[src/rtl/buddy_pkg.sv]
package buddy_pkg;
  typedef enum logic [1:0] {ST_IDLE, ST_DESC, ST_UP} bstate_t;
endpackage

[src/rtl/buddy_order_calc.sv]
// Rounds a unit count up to a power-of-two order; flags counts beyond the pool.
module buddy_order_calc #(
  parameter int LEVELS = 6,
  parameter int OW     = 3
) (
  input  logic [LEVELS:0] units,
  output logic [OW-1:0]   ord,
  output logic            too_big
);
  always_comb begin
    ord     = '0;
    too_big = (units > ((LEVELS+1)'(1) << LEVELS));
    for (int k = LEVELS; k >= 0; k--) begin
      if (units <= ((LEVELS+1)'(1) << k)) ord = OW'(k);
    end
  end
endmodule

[src/rtl/buddy_merge.sv]
// Parent summary from two children: whole parent if both halves fully free.
module buddy_merge #(
  parameter int VW = 3
) (
  input  logic [VW-1:0] lv,
  input  logic [VW-1:0] rv,
  input  logic [VW-1:0] half_code,
  output logic [VW-1:0] pv
);
  always_comb begin
    if (lv == half_code && rv == half_code) pv = half_code + VW'(1);
    else if (lv > rv)                       pv = lv;
    else                                    pv = rv;
  end
endmodule

[src/rtl/buddy_alloc.sv]
module buddy_alloc
  import buddy_pkg::*;
#(
  parameter int LEVELS = 6
) (
  input  logic                          clk,
  input  logic                          rst,
  input  logic                          alloc_req,
  input  logic [LEVELS:0]               alloc_units,
  input  logic                          free_req,
  input  logic [LEVELS-1:0]             free_base,
  input  logic [$clog2(LEVELS+1)-1:0]   free_order,
  output logic                          busy,
  output logic                          done,
  output logic                          grant_ok,
  output logic [LEVELS-1:0]             grant_base,
  output logic                          free_err,
  output logic [$clog2(LEVELS+2)-1:0]   largest_free
);
  localparam int NODES = 2 ** (LEVELS + 1);
  localparam int IW    = LEVELS + 1;
  localparam int OW    = $clog2(LEVELS + 1);
  localparam int VW    = $clog2(LEVELS + 2);

  bstate_t           state;
  logic [IW-1:0]     idx;
  logic [OW-1:0]     cur_ord, tgt_ord;
  logic [LEVELS-1:0] base_r;
  logic              op_alloc;
  logic [VW-1:0]     avail [NODES];
  logic              used  [NODES];

  function automatic logic [VW-1:0] node_code(int i);
    logic [VW-1:0] c = '0;
    for (int d = 0; d <= LEVELS; d++)
      if (i >= (1 << d)) c = VW'(LEVELS - d + 1);
    return c;
  endfunction

  // request sizing
  logic [OW-1:0] req_ord;
  logic          req_big;
  buddy_order_calc #(.LEVELS(LEVELS), .OW(OW)) u_ord (
    .units(alloc_units), .ord(req_ord), .too_big(req_big)
  );
  logic can_fit;
  assign can_fit = !req_big && (avail[1] >= VW'(req_ord) + VW'(1));

  // free validation
  logic              f_ok_ord, f_aligned, f_valid;
  logic [OW-1:0]     f_shamt;
  logic [IW-1:0]     f_idx;
  logic [LEVELS-1:0] f_mask;
  always_comb begin
    f_ok_ord  = (free_order <= OW'(LEVELS));
    f_shamt   = OW'(LEVELS) - free_order;
    f_mask    = (LEVELS'(1) << free_order) - LEVELS'(1);
    f_aligned = ((free_base & f_mask) == '0);
    f_idx     = f_ok_ord ? ((IW'(1) << f_shamt) | IW'(free_base >> free_order)) : IW'(1);
    f_valid   = f_ok_ord && f_aligned && used[f_idx];
  end

  // descent
  logic [IW-1:0] lchild, rchild;
  logic          go_left;
  assign lchild  = {idx[IW-2:0], 1'b0};
  assign rchild  = {idx[IW-2:0], 1'b1};
  assign go_left = (avail[lchild] >= VW'(tgt_ord) + VW'(1));

  // ascent
  logic [IW-1:0] parent, pl, pr;
  logic [VW-1:0] pv;
  assign parent = idx >> 1;
  assign pl     = {parent[IW-2:0], 1'b0};
  assign pr     = {parent[IW-2:0], 1'b1};
  buddy_merge #(.VW(VW)) u_merge (
    .lv(avail[pl]), .rv(avail[pr]), .half_code(VW'(cur_ord) + VW'(1)), .pv(pv)
  );

  always_ff @(posedge clk) begin
    if (rst) begin
      state      <= ST_IDLE;
      idx        <= IW'(1);
      cur_ord    <= '0;
      tgt_ord    <= '0;
      base_r     <= '0;
      op_alloc   <= 1'b0;
      done       <= 1'b0;
      grant_ok   <= 1'b0;
      grant_base <= '0;
      free_err   <= 1'b0;
      for (int i = 0; i < NODES; i++) begin
        avail[i] <= node_code(i);
        used[i]  <= 1'b0;
      end
    end else begin
      done <= 1'b0;
      case (state)
        ST_IDLE: begin
          if (alloc_req) begin
            op_alloc <= 1'b1;
            tgt_ord  <= req_ord;
            if (can_fit) begin
              state   <= ST_DESC;
              idx     <= IW'(1);
              cur_ord <= OW'(LEVELS);
              base_r  <= '0;
            end else begin
              done     <= 1'b1;
              grant_ok <= 1'b0;
              free_err <= 1'b0;
            end
          end else if (free_req) begin
            op_alloc <= 1'b0;
            if (f_valid) begin
              used[f_idx]  <= 1'b0;
              avail[f_idx] <= VW'(free_order) + VW'(1);
              idx          <= f_idx;
              cur_ord      <= free_order;
              state        <= ST_UP;
            end else begin
              done     <= 1'b1;
              free_err <= 1'b1;
              grant_ok <= 1'b0;
            end
          end
        end
        ST_DESC: begin
          if (cur_ord == tgt_ord) begin
            used[idx]  <= 1'b1;
            avail[idx] <= '0;
            grant_base <= base_r;
            state      <= ST_UP;
          end else begin
            if (go_left) idx <= lchild;
            else begin
              idx    <= rchild;
              base_r <= base_r | (LEVELS'(1) << (cur_ord - OW'(1)));
            end
            cur_ord <= cur_ord - OW'(1);
          end
        end
        ST_UP: begin
          if (idx == IW'(1)) begin
            state    <= ST_IDLE;
            done     <= 1'b1;
            grant_ok <= op_alloc;
            free_err <= 1'b0;
          end else begin
            avail[parent] <= pv;
            idx           <= parent;
            cur_ord       <= cur_ord + OW'(1);
          end
        end
        default: state <= ST_IDLE;
      endcase
    end
  end

  assign busy         = (state != ST_IDLE);
  assign largest_free = avail[1];

  logic [LEVELS-1:0] t_mask;
  assign t_mask = (LEVELS'(1) << tgt_ord) - LEVELS'(1);

  assert_idle_on_done_R9: assert property (@(posedge clk) disable iff (rst)
    done |-> !busy);
  assert_aligned_grant_R1: assert property (@(posedge clk) disable iff (rst)
    (done && grant_ok) |-> ((grant_base & t_mask) == '0));
  assert_fail_keeps_tree_R3: assert property (@(posedge clk) disable iff (rst)
    (done && op_alloc && !grant_ok) |-> $stable(largest_free));
  assert_bad_free_keeps_tree_R5: assert property (@(posedge clk) disable iff (rst)
    (done && free_err) |-> $stable(largest_free));
  assert_descend_has_room_R2: assert property (@(posedge clk) disable iff (rst)
    (state == ST_DESC) |-> (avail[idx] >= VW'(tgt_ord) + VW'(1)));
endmodule

[config.mk]
export PLATFORM = sky130hd
export DESIGN_NAME = buddy_alloc
export DESIGN_NICKNAME = d
export VERILOG_FILES = /design/src/rtl/buddy_pkg.sv /design/src/rtl/buddy_order_calc.sv /design/src/rtl/buddy_merge.sv /design/src/rtl/buddy_alloc.sv
export SDC_FILE = /design/constraint.sdc
export NUM_CORES = 1
export LEC_CHECK = 0
export BUFFER_PORTS_ARGS = -buffer_cell sky130_fd_sc_hd__buf_2
export CAP_MARGIN = 20
export CORE_ASPECT_RATIO = 1.1
export CORE_MARGIN = 2
export CORE_UTILIZATION = 45
export CTS_CLUSTER_DIAMETER = 50
export CTS_CLUSTER_SIZE = 25
export DETAILED_ROUTE_END_ITERATION = 10
export SLEW_MARGIN = 15
export SYNTH_ARGS = -nofsm -noshare
export SYNTH_HDL_FRONTEND = slang
export SYNTH_SLANG_ARGS = --single-unit
[constraint.sdc]
create_clock -name clk -period 5.5 [get_ports clk]
set_clock_uncertainty 0.15 [all_clocks]
set_input_delay 0.825 -clock clk [delete_from_list [all_inputs] [get_ports clk]]
set_output_delay 0.825 -clock clk [all_outputs]
set_load 0.02 [all_outputs]
==> impl_metrics.ini <==
[outcome]
status = finished, final reports clean

[global_route]
grt_pass1_vias = 22371
grt.total_usage_pct = 26.4
grt_max_degree = 83
grt_pass1_wl_mm = 139
grt_remaining_overflow = 0
antenna_found_initial = 1

[power]
powerDensity_nw_per_um2 = 366
irDropWorstVdd_v = 0.000267
p_leak_nw = 11.2

[critical_path]
path_class = register to register
critPathCaptureType = register
rr_endpoint = avail[49][2]$_SDFFCE_PN0P_
reg2reg_depth = 19
cp.arrival_ps = 5530
rrSetupSlack_ps = 320
critPathMaxFanout = 15
required_ps = 5850
startpoint_type = register

[die]
die_w_microns = 251
rows = 99
design.die.area_sq_um = 69400
start_util_pct = 45.5
die_y_microns = 276
core_sq_um = 66500
pin_count = 33

[run]
maxCapViolations = 0

[synth]
synthTopCellsByArea = edfxtp_1 51%, mux4_2 14%, nor2_1 4.1%
syn_inst = 2585
netlist.area_leader.share_pct = 50.7
avgSynthCellArea_sq_um = 11.7
synth_edf_count = 512
netlist_area_sq_um = 30300
ys_seq_area_share_pct = 53.3
ys.flop_type = edfxtp_1
async_flop_share_pct = 0
synth_nets = 2633
yosysTopAreaCell = edfxtp_1
ys_ff_latch = 550
yosysWarnings = 0
synth.distinct_cells = 81

[final_layout]
fillCellCount = 5681
syn2layout_area_growth_pct = 13.2
multi_input_area_sq_um = 13100
seqCellArea_sq_um = 16100
fin_util_pct = 51.6
fin_area_sq_um = 34300
stdcell_count = 3492
drive_above_1_share_pct = 20.7
fin_nets = 2629

[placed_design]
dp_cells = 3376
port_buffers = 32
place_area_sq_um = 32100
gp_congestion = 0.925
hpwl_mm = 62.7

[worst_hold_path]
hold_class = register to register
hp-start = base_r[0]$_SDFFE_PP0P_
whs_path_depth = 2
hold_end = base_r[0]$_SDFFE_PP0P_

[routing]
drc_errors = 0
detail_route.first_pass.iterations = 6
wl_per_cell_microns = 26.2
drt-total-wl_mm = 91.4
ant_nets = 0
vias = 22405
drt_iter0_markers = 2451
vias_per_cell = 6.42

[timing]
maxSlewViolCount = 0
hold_violations = 0
post-route-period-util_pct = 94.2
max_freq_mhz = 193
tightest_slew_ps = 1100
max_slew_margin_pct = 25.7
setup_viol = 0
period_needed_ps = 5180
rsz0062_at_grt = false
finalSetupTns_ps = 0

[cts]
insertion_delay_ps = 660
cts_max_level = 2
cts.sink_count = 550
root_buffer = clkbuf_16
cts_buffers = 61
clk_pin_slew_ps = 80
cts_tree = yes
cts_max_path_buffers = 3
hold_buffers = 0
cts_setup_buffers = 0
==> worst max path at each step <==
stage	startpoint	endpoint	slack, ps	cells after the start
floorplan	register	base_r[0]$_SDFFE_PP0P_	270	16
global placement	free_order[0]	avail[73][0]$_SDFFCE_PN1P_	190	15
detailed placement	free_order[0]	avail[77][0]$_SDFFCE_PN1P_	140	15
CTS	register	avail[38][2]$_SDFFCE_PN0P_	190	19
global route	register	avail[49][2]$_SDFFCE_PN0P_	10	17
finish	register	avail[49][2]$_SDFFCE_PN0P_	320	19
==> synth_stat cells, types with 22 or more instances <==
cell type / n
o31ai_1: 72
nand2b_1: 22
edfxtp_1: 512
a21oi_1: 55
mux4_2: 185
nor2_1: 328
nand3_1: 107
a21o_1: 126
nor3_1: 148
o21ai_0: 103
mux2i_1: 39
buf_2: 67
clkbuf_1: 158
nand2_1: 276
ha_1: 28
inv_1: 44
dfxtp_1: 38
==> critical path: stages (launching register included) <==
cell      delay (ps)
dfxtp_4          410
buf_4            340
mux4_2           580
mux4_2           590
a22o_1           280
a221oi_2         290
inv_1            130
ha_1             200
inv_1             50
a21o_1           100
a21oi_1           60
a31oi_1          380
nand2_1           90
o21ai_0          100
nand2_1           80
o211ai_1         210
buf_4            350
buf_4            260
nand2_2          180
nor2_1           190
==> per-layer routing <==
| layer | GRT usage [%] | share of wire [%] | up-vias |
|---|---|---|---|
| li1 | - | - | 9814 |
| met1 | 34.1 | 39 | 11272 |
| met2 | 44.4 | 49 | 1089 |
| met3 | 3.54 | 7.2 | 228 |
| met4 | 11.6 | 4.5 | 2 |
| met5 | 0 | 0.014 | - |
==> placed cells by master, fill, tap and decap left out, types with 8 or more instances in the layout <==
master / instances
nor2b_1: 14
nor2_1: 327
a21oi_1: 47
dfxtp_1: 34
inv_1: 43
nand3_1: 107
mux2i_1: 39
a21o_1: 126
edfxtp_1: 512
inv_6: 13
buf_12: 29
a211oi_1: 14
o211ai_1: 9
o21ai_0: 103
ha_1: 28
nand4_1: 10
nand2b_1: 22
clkbuf_16: 61
nor3_1: 148
mux2_2: 19
o31ai_1: 72
nor4_1: 18
a21oi_4: 8
mux4_2: 185
buf_2: 31
nand2_1: 276
o21a_1: 8
buf_4: 125
a31oi_1: 12
==> repair_timing <==
item                                    CTS  global route
gates resized for setup                   0             1
hold endpoints to repair                  0             0
endpoints found under the setup margin    0            39
==> cell type report <==
type	count	share of cell area, %
sequential	550	47.1
multi-input combinational	1738	38.1
timing repair buffer	185	4.88
clock buffer	64	4.48
tap	858	3.13
clock inverter	51	1.83
inverter	45	0.500
antenna	1	0.00730
==> cell families (layout without fill, tap and decap cells) <==
kind of cell             count (synthesis)  count (layout)  share of synthesized area [%]
other                                    0               1                              0
XOR/XNOR                                12              12                          0.347
AND/OR/NAND/NOR                        971             971                           14.2
buffers and inverters                  297             345                           4.17
flip-flops                             550             550                           53.3
AO/OA/AOI/OAI                          484             484                           11.1
multiplexers                           243             243                           15.7
adder cells (fa/ha/maj)                 28              28                           1.16
==> registers in the layout, summed over array words and instances (netlist names), named ones only <==
register	flops
op_alloc	1
free_err	1
base_r	6
idx	7
grant_ok	1
grant_base	6
state	2
used	128
avail	384
cur_ord	3
tgt_ord	3
done	1
==> where the power goes <==
part	internal, W	total, W	switching, W
Sequential	0.00471	0.00484	0.000134
Combinational	0.00126	0.00334	0.00208
Clock	0.00239	0.00437	0.00198
==> stage by stage <==
stage | power, W | setup slack (ps) | hold WS, ps
global route | 0.0130 | 14.4 | 347
global placement | 0.00818 | 195 | 306
CTS | 0.0126 | 188 | 334
floorplan | 0.00714 | 271 | 286
finish | 0.0126 | 322 | 329
detailed placement | 0.00822 | 145 | 312
Note: power is estimated with default switching activity, not from simulation.
